**src/rtl/rxTagPkg.sv**
```systemverilog
package rxTagPkg;
  // Strobes from the control unit to the tag datapath
  typedef struct packed {
    logic shiftEn;     // accept tagData into the tag this edge
    logic clearTag;    // frame not active: hold the tag at zero
    logic latchStatus; // frame ended: copy the tag into the status word
  } tagStrobesT;
endpackage

```
**src/rtl/rxTagCtrl.sv**
```systemverilog
module rxTagCtrl
  import rxTagPkg::*;
(
  input  logic       clk,
  input  logic       rstN,
  input  logic       rxDv,
  input  logic       dataStart,
  input  logic       tagEn,
  output tagStrobesT strobes
);
  logic dvPrev;
  logic armed;

  // The window opens on the edge after the first start strobe and closes with rxDv
  always_ff @(posedge clk) begin
    if (!rstN) begin
      dvPrev <= 1'b0;
      armed  <= 1'b0;
    end else begin
      dvPrev <= rxDv;
      if (!rxDv)
        armed <= 1'b0;
      else if (dataStart)
        armed <= 1'b1;
    end
  end

  always_comb begin
    strobes.shiftEn     = rxDv && armed && tagEn;
    strobes.clearTag    = !rxDv;
    strobes.latchStatus = dvPrev && !rxDv;
  end
endmodule

```
**src/rtl/rxTagPath.sv**
```systemverilog
module rxTagPath
  import rxTagPkg::*;
#(
  parameter int TAG_W    = 15,
  parameter int STATUS_W = 32,
  parameter int TAG_LSB  = 16
) (
  input  logic                clk,
  input  logic                rstN,
  input  tagStrobesT          strobes,
  input  logic                tagData,
  input  logic                addrIfSel,
  input  logic                tagFeatureEn,
  output logic [STATUS_W-1:0] statusWord,
  output logic                statusValid
);
  localparam int TAG_MSB = TAG_LSB + TAG_W - 1;

  logic [TAG_W-1:0]    shiftReg;
  logic [TAG_W-1:0]    gatedTag;
  logic [STATUS_W-1:0] placedWord;
  logic [STATUS_W-1:0] statusReg;
  logic                validReg;

  // Newest bit enters at the bottom; the top bit falls off on overflow
  always_ff @(posedge clk) begin
    if (!rstN)
      shiftReg <= '0;
    else if (strobes.clearTag)
      shiftReg <= '0;
    else if (strobes.shiftEn)
      shiftReg <= {shiftReg[TAG_W-2:0], tagData};
  end

  assign gatedTag = (addrIfSel && tagFeatureEn) ? shiftReg : '0;

  // Place the tag field inside the status word; every other bit is tied low
  for (genvar i = 0; i < STATUS_W; i++) begin : g_place
    if (i >= TAG_LSB && i <= TAG_MSB) begin : g_field
      assign placedWord[i] = gatedTag[i - TAG_LSB];
    end else begin : g_zero
      assign placedWord[i] = 1'b0;
    end
  end

  always_ff @(posedge clk) begin
    if (!rstN) begin
      statusReg <= '0;
      validReg  <= 1'b0;
    end else begin
      validReg <= strobes.latchStatus;
      if (strobes.latchStatus)
        statusReg <= placedWord;
    end
  end

  assign statusWord  = statusReg;
  assign statusValid = validReg;
endmodule

```
**src/rtl/rxTagUnit.sv**
```systemverilog
module rxTagUnit
  import rxTagPkg::*;
#(
  parameter int TAG_W    = 15,
  parameter int STATUS_W = 32,
  parameter int TAG_LSB  = 16
) (
  input  logic                clk,
  input  logic                rstN,
  input  logic                rxDv,
  input  logic                dataStart,
  input  logic                tagData,
  input  logic                tagEn,
  input  logic                addrIfSel,
  input  logic                tagFeatureEn,
  output logic [STATUS_W-1:0] statusWord,
  output logic                statusValid
);
  tagStrobesT strobes;

  rxTagCtrl ctrlI (
    .clk       (clk),
    .rstN      (rstN),
    .rxDv      (rxDv),
    .dataStart (dataStart),
    .tagEn     (tagEn),
    .strobes   (strobes)
  );

  rxTagPath #(
    .TAG_W    (TAG_W),
    .STATUS_W (STATUS_W),
    .TAG_LSB  (TAG_LSB)
  ) pathI (
    .clk          (clk),
    .rstN         (rstN),
    .strobes      (strobes),
    .tagData      (tagData),
    .addrIfSel    (addrIfSel),
    .tagFeatureEn (tagFeatureEn),
    .statusWord   (statusWord),
    .statusValid  (statusValid)
  );
endmodule

```
**config.mk**
```make
export PLATFORM = sky130hd
export DESIGN_NAME = rxTagUnit
export DESIGN_NICKNAME = d
export VERILOG_FILES = /design/src/rtl/rxTagPkg.sv /design/src/rtl/rxTagCtrl.sv /design/src/rtl/rxTagPath.sv /design/src/rtl/rxTagUnit.sv
export SDC_FILE = /design/constraint.sdc
export NUM_CORES = 1
export LEC_CHECK = 0
export CORE_MARGIN = 3
export CORE_UTILIZATION = 25
export CTS_CLUSTER_SIZE = 40
export DETAILED_ROUTE_END_ITERATION = 6
export PLACE_DENSITY = 0.59
export SLEW_MARGIN = 20
export SYNTH_ARGS = -nofsm -noshare
export SYNTH_HDL_FRONTEND = slang
export SYNTH_SLANG_ARGS = --single-unit
```
**constraint.sdc**
```tcl
create_clock -name clk -period 1.15 [get_ports clk]
set_clock_uncertainty 0.05 [all_clocks]
set_input_delay 0.23 -clock clk [delete_from_list [all_inputs] [get_ports clk]]
set_output_delay 0.23 -clock clk [all_outputs]
set_load 0.1 [all_outputs]
```
Yosys cells after proc, flatten, opt, wreduce, memory -nomap -nowiden
Index checks and enable logic that the tools add are counted.

cells by class
  equal/unequal tests = 0
  $mul = 0
  reduce and logical (&&, ||, !) cells = 6
  div/mod/pow operators = 0
  magnitude comparators = 0
  bitwise gates (word level) = 0
  add/sub/neg operators = 0
  mux-type cells = 1
  shift operators = 0

operators by type and width
  operator             count
  15-bit two-way mux   1
  1-bit logical AND    4
  2-bit AND reduction  1
  1-bit logical NOT    1

storage, ports and cells
  output and inout port bits = 33
  word-level logic and storage cells = 12
  bits in registers = 33
  memories = 0
  latch bits = 0
  input port bits = 8
  bits in read-only memories = 0
  RAM bits = 0

Logic depth before layout (Yosys ltp)
Gate-level depths: netlist (run 1).

  depth after elaboration = 2
  mapped depth = 5
  mapped depth without buffers = 3

Modules after synthesis
From an unflattened synthesis (run 1), not the netlist that was laid out.

unflattened totals
  cell total of the unflattened synthesis = 142
  area, all modules = 1432.6 um^2

by module, submodules not included
  module     instances  cells an instance  seq. area each (um^2)  area an instance (um^2)
  rxTagPath  1          135                620.6                  1360.1
  rxTagCtrl  1          7                  40.0                   72.6

Least setup slack after synthesis (run 1)
OpenSTA, ideal clock, no wires.

  kind = register -> register
  start = register pathI.statusWord[16] (netlist name)
  end = register pathI.statusReg[16], in the netlist pathI.statusWord[16]
  arrival = 1.178 ns
  setup slack = -0.140 ns
  library setup time = 0.062 ns
  cell stages (with the launch flop) = 2
  clock period less this slack = 1.290 ns
  data required time = 1.038 ns
  buffers on the path = 0
  cell sequence = dfxtp_1 > a22o_1

RTL lines
  item                  line             source
  to (signal assigned)  rxTagPath.sv:53  statusReg <= placedWord;
  to (decl)             rxTagPath.sv:22  logic [STATUS_W-1:0] statusReg;

Final worst setup path (run 1)
  start = register pathI.statusReg[19], in the netlist pathI.statusWord[19]
  end = output statusWord[19]

RTL lines
  item       line             source
  to (decl)  rxTagUnit.sv:16  output logic [STATUS_W-1:0] statusWord,

No word-level cell between the ends.

==> PnR_summary.wiki, run 1 <==
{| class="wikitable"
! Metric !! Value
|-
| Number of hold violations in the final report || 0
|-
| Final worst hold slack || about 0.33 ns
|-
| Total number of placement rows || 24
|-
| Iter 0 DRT Violations || 43
|-
| Post-CTS Hold Buffers || 0
|-
| Clock slew seen by the registers of the worst setup and hold paths || roughly 0.06 ns
|-
| Average wire per cell in the routed design || around 12 um
|-
| Data arrival time of the worst path || approximately 0.81 ns
|-
| Count of antenna diodes in the layout || 0
|-
| Leakage || 0.694 nW
|-
| Overflow left after global routing || 0
|-
| Mapped cell area || approximately 0.0012 mm^2
|-
| Yosys synthesis warning count || 0
|-
| Clock Sinks || 33
|-
| Fraction of layout cells with a size suffix above 1 || between 30% and 40%
|-
| Total cell area at the placement stage || 0.00161 mm^2
|-
| Final setup margin || around 0.06 ns
|-
| Global-route wire length before repair || around 3.8 mm
|-
| Max Freq || around 0.92 GHz
|-
| Die span in x || between 70 and 80 um
|-
| Outcome || complete, no violations
|-
| Number of global-route vias before repair || ~820
|-
| Cell at the slowest stage of the critical path || sky130_fd_sc_hd__dfxtp_2
|-
| Filler-free cell count of the finished design || 193
|-
| Placed cells || approximately 190
|-
| Stage delay of the slowest cell on the critical path || 0.36 ns
|-
| Area of the die || between 0.005 and 0.006 mm^2
|-
| Count of maximum capacitance violations || 0
|-
| Biggest fanout along the worst timing path || 2
|-
| Largest voltage drop on the vdd net || roughly 0.00057 V
|-
| Top-area cell type share of the netlist area || ~55%
|-
| Worst Setup Slack post-DPL || -0.596 ns
|-
| FILL cells || about 420
|-
| Period Utilization, post-route || between 90% and 100%
|-
| Area occupied by multi-input gates || 435 um^2
|-
| Die height || approximately 75 um
|-
| Flip-flop and latch area || a little under 700 um^2
|-
| Cell class contributing the biggest share of worst-path delay || flip-flops
|-
| RSZ-0062 raised after global routing || no
|-
| Number of antenna violations at the first check in global routing || 0
|-
| Final Setup Violations || 0
|-
| Final number of max-transition violations || 0
|-
| Total buffers and inverters traversed by the critical path || 1
|-
| Starting utilization of the core area || around a quarter
|-
| Average instance area after synthesis || 10.7 um^2
|-
| Overall fraction of global-route tracks in use || a little over 9%
|-
| Met2 layer wire length in the routed design || 1.15 mm
|-
| Cells along the critical path || buf_12
|-
| Antenna violation net count after detailed routing || 0
|-
| Total met3 wirelength after detailed routing || ~190 um
|-
| Proportion of synthesized chip area in sequential cells || a little under three fifths
|-
| DRC errors left || 0
|-
| Dominant cell type by area after synthesis || sky130_fd_sc_hd__dfxtp_1
|-
| Synth cell types || 17
|-
| Area contributors post-synth || sky130_fd_sc_hd__dfxtp_1 (55%), sky130_fd_sc_hd__a22o_1 (11%), sky130_fd_sc_hd__buf_4 (11%)
|-
| Synthesis-to-finish area growth || 44.2%
|-
| Power density over the cells || 1360 mW/mm^2
|-
| Via density || 4.45
|-
| Count of vias placed by the detailed router || 858
|-
| Max Buffers Root-to-Sink || 2
|-
| Fin crit period || around 1.1 ns
|-
| Crit path required time || ~0.87 ns
|-
| Largest net degree at the start of global routing || 16
|-
| Highest signal layer in the routed design || met4
|-
| TritonCTS Buffers || 5
|-
| Total non-filler cell area in the finished layout || approximately 0.0017 mm^2
|-
| CTS tree || yes
|-
| Length of routed wiring on met1 || ~990 um
|-
| Aggregate routed wire length || between 2 and 2.5 mm
|-
| Clock root buffer || sky130_fd_sc_hd__clkbuf_8
|-
| Area of the core region || around 0.0045 mm^2
|-
| Net count reported at finish || between 100 and 150
|-
| Startpoint type of the worst setup path || register
|-
| Synthesized flop and latch total || 33
|-
| Hold crit path type || in -> reg
|-
| Element type at the critical path end || output pin
|-
| Number of top-level design ports || a little over 40
|-
| Util after Layout || 38.4%
|-
| Count of mapped cells out of synthesis || 111
|-
| Total number of H-tree levels || 2
|-
| Clock latency at the later pin of the worst-skew pair || 0.27 ns
|-
| Type of the worst setup path || reg -> out
|-
| DR pass1 iterations || 4
|-
| Port Buffer Count || 23
|-
| Half-perimeter wire length after detailed placement || 1.78 mm
|-
| Weighted congestion at the end of routability-driven global placement || 0.739
|-
| Number of buffers inserted by post-CTS setup repair || 0
|}
-- logic make-up (layout without fill, tap and decap cells) --
kind of cell	after synthesis	count (layout)	synth area share [%]
other cells	1	17	0.315
compound gates	31	31	22.2
flops	33	33	55.5
simple gates	22	22	7.77
buf+inv	24	38	14.3
-- where the power goes --
group | switching [mW] | internal (mW) | total (mW)
Sequential | 0.00568 | 1.15 | 1.16
Clock | 0.364 | 0.474 | 0.838
Combinational | 0.292 | 0.0463 | 0.338
Total | 0.662 | 1.67 | 2.33
-- final timing paths --
| kind | from | depth (start not counted) | slack [ns] | to |
|---|---|---|---|---|
| setup / recovery | pathI.statusWord[19] | 1 | 0.06 | statusWord[19] |
| hold / removal | rstN | 2 | 0.33 | pathI.statusValid |
| setup reg to reg | ctrlI.dvPrev | 3 | 0.08 | pathI.statusWord[25] |
| hold reg to reg | pathI.shiftReg[14] | 2 | 0.42 | pathI.shiftReg[14] |
-- layer usage --
metal	global-route usage, %	vias up
met3	3.34	5
met1	10.0	400
li1	-	417
met2	15.9	36
met5	0	-
met4	4.74	0
-- Yosys cell counts --
cell	n
sky130_fd_sc_hd__and2_1	1
sky130_fd_sc_hd__inv_1	1
sky130_fd_sc_hd__buf_2	1
sky130_fd_sc_hd__clkinv_1	1
sky130_fd_sc_hd__and3_1	1
sky130_fd_sc_hd__a21boi_1	1
sky130_fd_sc_hd__buf_6	2
sky130_fd_sc_hd__nand2_1	16
sky130_fd_sc_hd__and3b_1	1
sky130_fd_sc_hd__buf_4	17
sky130_fd_sc_hd__dfxtp_1	33
sky130_fd_sc_hd__nor2_1	3
sky130_fd_sc_hd__o221a_2	8
sky130_fd_sc_hd__clkbuf_1	2
sky130_fd_sc_hd__a21oi_1	7
sky130_fd_sc_hd__a22o_1	15
sky130_fd_sc_hd__conb_1	1
-- cell type report --
class | instances | share of cell area (%)
Inverter | 2 | 0.437
Clock buffer | 7 | 5.03
Multi-Input combinational cell | 70 | 25.3
Timing Repair Buffer | 29 | 25.8
Tap cell | 52 | 3.79
Sequential cell | 33 | 39.6
-- timing repair --
item,in CTS,in global routing
gates cloned,0,0
setup endpoints to repair,23,6
gates resized for setup,9,2
pin swaps,4,1
-- cell usage in the layout (no fill, tap or decap), types with 2 or more instances in the layout --
cell                              Yosys  layout
sky130_fd_sc_hd__clkdlybuf4s50_1      0       4
sky130_fd_sc_hd__buf_4               17       5
sky130_fd_sc_hd__a22o_1              15      15
sky130_fd_sc_hd__nor2_1               3       2
sky130_fd_sc_hd__o221a_2              8       8
sky130_fd_sc_hd__dfxtp_2              0      16
sky130_fd_sc_hd__buf_12               0      16
sky130_fd_sc_hd__dlygate4sd2_1        0       2
sky130_fd_sc_hd__dfxtp_1             33      17
sky130_fd_sc_hd__a21oi_1              7       7
sky130_fd_sc_hd__nand2_1             16      15
sky130_fd_sc_hd__conb_1               1      17
sky130_fd_sc_hd__clkbuf_8             0       6
-- stage by stage --
stage / power [mW] / TNS, ns
after global placement: 1.51 / -12.73
after floorplan: 1.51 / -0.0213
after CTS: 2.36 / 0
after detailed placement: 1.52 / -14.08
final: 2.33 / 0
after global routing: 2.42 / 0
-- registers in the layout (all words and copies together), names as in the netlist --
| signal | count |
|---|---|
| pathI.statusValid | 1 |
| ctrlI.dvPrev | 1 |
| pathI.shiftReg | 15 |
| ctrlI.armed | 1 |
| pathI.statusWord | 15 |
Power figures use the tool's default switching activity.
==> run 2: changes to the inputs <==
--- a/config.mk
+++ b/config.mk
@@ -9,8 +9,10 @@
 export CORE_UTILIZATION = 25
 export CTS_CLUSTER_SIZE = 40
 export DETAILED_ROUTE_END_ITERATION = 6
+export MAX_ROUTING_LAYER = met4
 export PLACE_DENSITY = 0.59
 export SLEW_MARGIN = 20
 export SYNTH_ARGS = -nofsm -noshare
 export SYNTH_HDL_FRONTEND = slang
 export SYNTH_SLANG_ARGS = --single-unit
+export TNS_END_PERCENT = 10
==> run 2 against run 1 <==
Sequential power barely moved. First-iteration DRC count fell by 56%. Total power increased by 12%. Hold slack improved by 0.079 ns. Design area is 2.8% higher. Via count shrank 2.4%. Clock power grew 31%. Utilization is 1.1 points higher. Sequential share of layout area down 1.1 points. Non-clock buffer count fell by 2. Die area is the same. Clock-buffer cell count unchanged. Critical path type is now in -> reg. Critical endpoint is now pathI.shiftReg[11]. Largest power group unchanged. Highest routed layer unchanged.
==> PnR_summary.wiki, run 2 (synthesis results as in run 1) <==
{| class="wikitable"
! Metric !! Value
|-
| Hold crit path type || in -> reg
|-
| Total design power || ~2.6 mW
|-
| Worst R2R Setup Slack || 0.04 ns
|-
| Overflow left after global routing || 0
|-
| Fin crit period || between 1 and 1.5 ns
|-
| Count of vias placed by the detailed router || 837
|-
| Cell class contributing the biggest share of worst-path delay || buffers and inverters
|-
| Last element of the critical path || pathI.shiftReg[11]
|-
| Depth of the most critical reg-to-reg path || 3
|-
| Clock slew seen by the registers of the worst setup and hold paths || around 0.060 ns
|-
| Area of the die || 0.00563 mm^2
|-
| Aggregate routed wire length || 2.53 mm
|-
| Number of global-route vias before repair || ~830
|-
| Outcome || complete, no violations
|-
| Half-perimeter wire length after detailed placement || between 1.5 and 2 mm
|-
| Die height || 75.0 um
|-
| Port Buffer Count || 23
|-
| Weighted congestion at the end of routability-driven global placement || around 0.72
|-
| Largest net degree at the start of global routing || 16
|-
| Total number of H-tree levels || 2
|-
| Power share of the sequential group || 44.5%
|-
| DR pass1 iterations || 4
|-
| Stage delay of the slowest cell on the critical path || roughly 0.49 ns
|-
| Largest voltage drop on the vdd net || roughly 0.00053 V
|-
| Comb pwr share || a little over an eighth
|-
| Overall fraction of global-route tracks in use || between 10% and 20%
|-
| Switching share of power || a little over a quarter
|-
| Number of antenna violations at the first check in global routing || 0
|-
| Clock root buffer || sky130_fd_sc_hd__clkbuf_8
|-
| Type of the worst setup path || in -> reg
|-
| Biggest fanout along the worst timing path || 15
|-
| Die span in x || between 70 and 80 um
|-
| Data arrival time of the worst path || about 1.3 ns
|-
| Net count reported at finish || about 150
|-
| Average wire per cell in the routed design || 13.1 um
|-
| Max Freq || between 0.8 and 0.9 GHz
|-
| Share of total power in the clock network || a little over two fifths
|-
| Period Utilization, post-route || between 90% and 100%
|-
| Antenna violation net count after detailed routing || 0
|-
| Number of top-level design ports || between 40 and 50
|-
| Synthesis-to-finish area growth || 48.2%
|-
| Leakage || 0.701 nW
|-
| Global-route wire length before repair || ~3.9 mm
|-
| Total number of placement rows || 24
|-
| Count of antenna diodes in the layout || 0
|-
| Total buffers and inverters traversed by the critical path || 2
|-
| Net switching power figure || ~0.70 mW
|-
| Iter 0 DRT Violations || 19
|-
| Final worst hold slack || ~0.40 ns
|-
| RSZ-0062 raised after global routing || yes
|-
| Post-Route Setup TNS || 0 ns
|-
| TritonCTS Buffers || 5
|-
| Final number of max-transition violations || 0
|-
| CP Depth || 4
|-
| CTS tree || yes
|-
| Crit path required time || about 1.3 ns
|-
| Capture instance of the worst register-to-register path || pathI.statusWord[26]
|-
| Area of the core region || roughly 0.0045 mm^2
|-
| Element type at the critical path end || register
|-
| Timing startpoint of the critical path || tagEn
|-
| Starting utilization of the core area || 26.6%
|-
| Worst reg2reg path startpoint || ctrlI.dvPrev
|-
| Via density || approximately 4.3
|-
| DRC errors left || 0
|-
| Power density over the cells || between 1000 and 1500 mW/mm^2
|-
| Startpoint type of the worst setup path || input pin
|-
| Number of hold violations in the final report || 0
|-
| Util after Layout || between 30% and 40%
|-
| Post-CTS Hold Buffers || 0
|-
| Max Buffers Root-to-Sink || 2
|-
| Clock latency at the later pin of the worst-skew pair || between 0.2 and 0.3 ns
|-
| Cell at the slowest stage of the critical path || sky130_fd_sc_hd__clkdlybuf4s50_1
|-
| Cells along the critical path || clkdlybuf4s50_1 -> nand2_2 -> buf_6 -> o221a_2
|-
| Count of maximum capacitance violations || 0
|-
| Internal cell power || about 1.9 mW
|-
| Clock Sinks || 33
|-
| Fraction of layout cells with a size suffix above 1 || around two fifths
|-
| Final Setup Violations || 0
|-
| Most frequent cells in the layout || sky130_fd_sc_hd__conb_1 (17), sky130_fd_sc_hd__dfxtp_1 (17), sky130_fd_sc_hd__buf_12 (17)
|}
run 2: what timing repair did:
| item | in CTS | in global routing |
|---|---|---|
| pin swaps | 4 | 1 |
| gates resized for setup | 17 | 9 |
| buffers inserted | 1 | 0 |
| endpoints found under the setup margin | 28 | 16 |
| cloned | 1 | 0 |
run 2: power by group through the flow:
stage	clock (mW)	sequential [mW]	combinational (mW)
final	1.10	1.16	0.349
after global routing	1.17	1.16	0.358
after CTS	1.13	1.16	0.345
after detailed placement	0	1.18	0.337
after global placement	0	1.18	0.334
after floorplan	0	1.19	0.320
run 2: cell type report:
cell class              count  area (um^2)
fillers                   417         2710
well taps                  52         65.1
clock inverters             1         30.0
flip-flops and latches     33          681
clock buffers               7         86.3
inverters                   2         10.0
multi-input cells          71          459
repair buffers             27          434
run 2: worst min-delay path by stage:
stage                       start                  to  cells past startpoint
6_report                     rxDv   pathI.statusValid                      2
5_1_grt                      rxDv   pathI.statusValid                      2
4_1_cts                      rxDv   pathI.statusValid                      2
3_5_place_dp   pathI.shiftReg[14]  pathI.shiftReg[14]                      2
3_3_place_gp   pathI.shiftReg[14]  pathI.shiftReg[14]                      2
2_1_floorplan           dataStart         ctrlI.armed                      2
run 2: metal layers:
layer / global-route usage, % / part of all wire [%]
met5: - / 0
met4: 5.34 / 1.7
met3: 3.34 / 7.1
met2: 16.5 / 47
met1: 10.5 / 44
run 2: worst register-to-register path: stages (launching register included):
cell	delay (ns)
sky130_fd_sc_hd__dfxtp_2	0.34
sky130_fd_sc_hd__and3b_2	0.23
sky130_fd_sc_hd__and3_4	0.19
sky130_fd_sc_hd__a22o_1	0.19
run 2: stage by stage:
stage | cell area, um^2 | setup WS (ns) | cells
CTS | 1750 | -0.00422 | 193
global placement | 1610 | -0.434 | 185
floorplan | 1250 | -0.140 | 127
finish | 1770 | 0.0152 | 193
detailed placement | 1610 | -0.488 | 185
global route | 1770 | -0.00331 | 193
==> run 3: changes to the inputs <==
--- a/config.mk
+++ b/config.mk
@@ -11,8 +11,7 @@
 export DETAILED_ROUTE_END_ITERATION = 6
 export MAX_ROUTING_LAYER = met4
 export PLACE_DENSITY = 0.59
-export SLEW_MARGIN = 20
 export SYNTH_ARGS = -nofsm -noshare
 export SYNTH_HDL_FRONTEND = slang
 export SYNTH_SLANG_ARGS = --single-unit
-export TNS_END_PERCENT = 10
+export TNS_END_PERCENT = 50
==> run 3 against run 2 <==
Setup slack got worse by 0.013 ns. Largest cell class unchanged. Maximum frequency shrank 1.1%. Design area fell by 1.3%. Highest routed layer unchanged. Register-to-register slack is essentially flat. First-iteration DRC count is 95% higher. Total power is 12% lower. Global-route usage increased by 0.86 points. Utilization shrank 0.50 points.
==> PnR_summary.wiki, run 3 (synthesis results as in run 1) <==
{| class="wikitable"
! Metric !! Value
|-
| Internal cell power || between 1.5 and 2 mW
|-
| Antenna violation net count after detailed routing || 0
|-
| Most frequent cells in the layout || sky130_fd_sc_hd__conb_1 (17), sky130_fd_sc_hd__dfxtp_1 (17), sky130_fd_sc_hd__dfxtp_2 (16), sky130_fd_sc_hd__buf_12 (16)
|-
| FILL cells || 420
|-
| Port Buffer Count || 23
|-
| DRC errors left || 0
|-
| Via density || about 4.5
|-
| Cell at the slowest stage of the critical path || sky130_fd_sc_hd__clkdlybuf4s50_1
|-
| Leakage || approximately 0.7 nW
|-
| Clock root buffer || sky130_fd_sc_hd__clkbuf_8
|-
| Largest voltage drop on the vdd net || about 0.00055 V
|-
| Startpoint type of the worst setup path || input pin
|-
| Clock latency at the later pin of the worst-skew pair || 0.28 ns
|-
| Net switching power figure || 0.679 mW
|-
| Average wire per cell in the routed design || 13.4 um
|-
| Hold crit path type || in -> reg
|-
| Count of antenna diodes in the layout || 0
|-
| Starting utilization of the core area || a little over a quarter
|-
| Clock slew seen by the registers of the worst setup and hold paths || approximately 0.060 ns
|-
| Iter 0 DRT Violations || 37
|-
| Fraction of layout cells with a size suffix above 1 || ~44%
|-
| Post-CTS Hold Buffers || 0
|-
| Stage delay of the slowest cell on the critical path || around 0.5 ns
|-
| Power density over the cells || about 1300 mW/mm^2
|-
| Net count reported at finish || ~150
|-
| Total number of H-tree levels || 2
|-
| Overall fraction of global-route tracks in use || 10.9%
|-
| Worst R2R Setup Slack || 0.05 ns
|-
| Die span in x || roughly 75 um
|-
| Number of top-level design ports || between 40 and 50
|-
| CTS tree || yes
|-
| Aggregate routed wire length || 2.61 mm
|-
| Total cell area at the placement stage || around 0.0016 mm^2
|-
| Cell depth of the worst min-delay path || 2
|-
| Number of global-route vias before repair || between 800 and 900
|-
| Total non-filler cell area in the finished layout || around 0.0017 mm^2
|-
| Area of the die || around 0.0056 mm^2
|-
| Biggest fanout along the worst timing path || 15
|-
| Synthesis-to-finish area growth || 46.3%
|-
| Share of total power in the clock network || 33.7%
|-
| DR pass1 iterations || 4
|-
| Capture instance of the worst register-to-register path || pathI.statusWord[20]
|-
| Total number of placement rows || 24
|-
| Data arrival time of the worst path || approximately 1.3 ns
|-
| Global-route wire length before repair || about 4.3 mm
|-
| Outcome || complete, no violations
|-
| Util after Layout || 39.0%
|-
| Overflow left after global routing || 0
|-
| Cells along the critical path || clkdlybuf4s50_1 -> nand2_2 -> buf_6 -> o221a_2
|-
| Final Setup Violations || 0
|-
| Final number of max-transition violations || 0
|-
| Max Buffers Root-to-Sink || 2
|-
| Half-perimeter wire length after detailed placement || around 1.8 mm
|-
| Type of the worst setup path || in -> reg
|-
| Largest net degree at the start of global routing || 16
|-
| Count of vias placed by the detailed router || slightly below 900
|-
| Crit path required time || around 1.3 ns
|-
| Fin crit period || ~1.1 ns
|-
| Power share of the sequential group || 50.7%
|-
| Depth of the most critical reg-to-reg path || 3
|-
| Hold path start || rstN
|-
| TritonCTS Buffers || 5
|-
| RSZ-0062 raised after global routing || yes
|-
| Period Utilization, post-route || between 90% and 100%
|-
| Element type at the critical path end || register
|-
| Weighted congestion at the end of routability-driven global placement || 0.793
|-
| Clock Sinks || 33
|-
| Area of the core region || around 0.0045 mm^2
|-
| Number of hold violations in the final report || 0
|-
| Max Freq || slightly below 0.9 GHz
|-
| Die height || between 70 and 80 um
|-
| Number of antenna violations at the first check in global routing || 0
|-
| Worst reg2reg path startpoint || ctrlI.dvPrev
|-
| Hold Path Sink || pathI.statusValid
|-
| Comb pwr share || between 10% and 20%
|-
| Count of maximum capacitance violations || 0
|-
| Switching share of power || around 30%
|}
-- run 3: cell count changes in the layout (fill, tap and decap cells not counted) --
cell | previous run | this run
sky130_fd_sc_hd__and2_1 | 1 | 0
sky130_fd_sc_hd__and2_2 | 0 | 1
sky130_fd_sc_hd__buf_12 | 17 | 16
sky130_fd_sc_hd__buf_4 | 2 | 4
sky130_fd_sc_hd__buf_6 | 1 | 3
sky130_fd_sc_hd__bufinv_16 | 1 | 0
sky130_fd_sc_hd__clkbuf_1 | 1 | 0
sky130_fd_sc_hd__clkbuf_8 | 6 | 5
sky130_fd_sc_hd__clkinv_1 | 1 | 0
sky130_fd_sc_hd__clkinv_2 | 0 | 2
-- run 3: timing repair --
action,4_1_cts,5_1_grt
pin swaps,1,0
buffers inserted,0,1
setup endpoints to repair,23,14
cloned,1,0
gates resized for setup,17,2
-- run 3: worst max-delay path, delay by kind of cell --
family | cells | cell delay, ns
AO/OA/AOI/OAI | 1 | 0.27
buffers and inverters | 2 | 0.66
AND/OR/NAND/NOR | 1 | 0.10
-- run 3: area by class of cell --
cell class              count  area (um^2)  share of cell area (%)
flip-flops and latches     33          681                    39.1
multi-input cells          71          460                    26.4
repair buffers             30          452                    25.9
clock buffers               5         68.8                    3.95
well taps                  52         65.1                    3.73
inverters                   2         11.3                   0.646
clock inverters             1         5.00                   0.287
-- run 3: through the flow --
stage	hold slack [ns]	TNS [ns]	std cells	worst slack (ns)	power, mW
after floorplan	0.296	-0.0603	127	-0.0390	1.51
after global placement	0.397	-12.77	186	-0.505	1.51
after detailed placement	0.400	-14.21	186	-0.569	1.52
after CTS	0.356	0	193	0.0159	2.31
after global routing	0.379	-0.0157	194	-0.00694	2.38
final	0.381	0	194	0.00268	2.28
-- run 3: worst max-delay path by stage --
stage,start,endpoint,slack [ns],depth (start not counted)
3_3_place_gp,rstN,pathI.statusWord[17],-0.50,4
4_1_cts,tagEn,pathI.shiftReg[9],0.02,4
6_report,tagEn,pathI.shiftReg[9],0.003,4
5_1_grt,tagEn,pathI.shiftReg[9],-0.007,4
3_5_place_dp,rxDv,pathI.statusWord[19],-0.57,4
2_1_floorplan,pathI.statusValid,statusValid,-0.04,0
-- run 3: routing by layer --
metal	GRT usage (%)	vias up	routed length [um]
met5	-	-	0
met4	5.73	0	87
met3	4.81	10	220
met2	16.0	44	1270
met1	12.4	398	1030
li1	-	427	-
-- run 3: power by group through the flow --
stage | clock network (mW) | logic (mW) | registers, mW
after floorplan | 0 | 0.320 | 1.19
after global placement | 0 | 0.333 | 1.18
after detailed placement | 0 | 0.335 | 1.18
after CTS | 0.802 | 0.349 | 1.16
after global routing | 0.856 | 0.367 | 1.16
final | 0.770 | 0.356 | 1.16
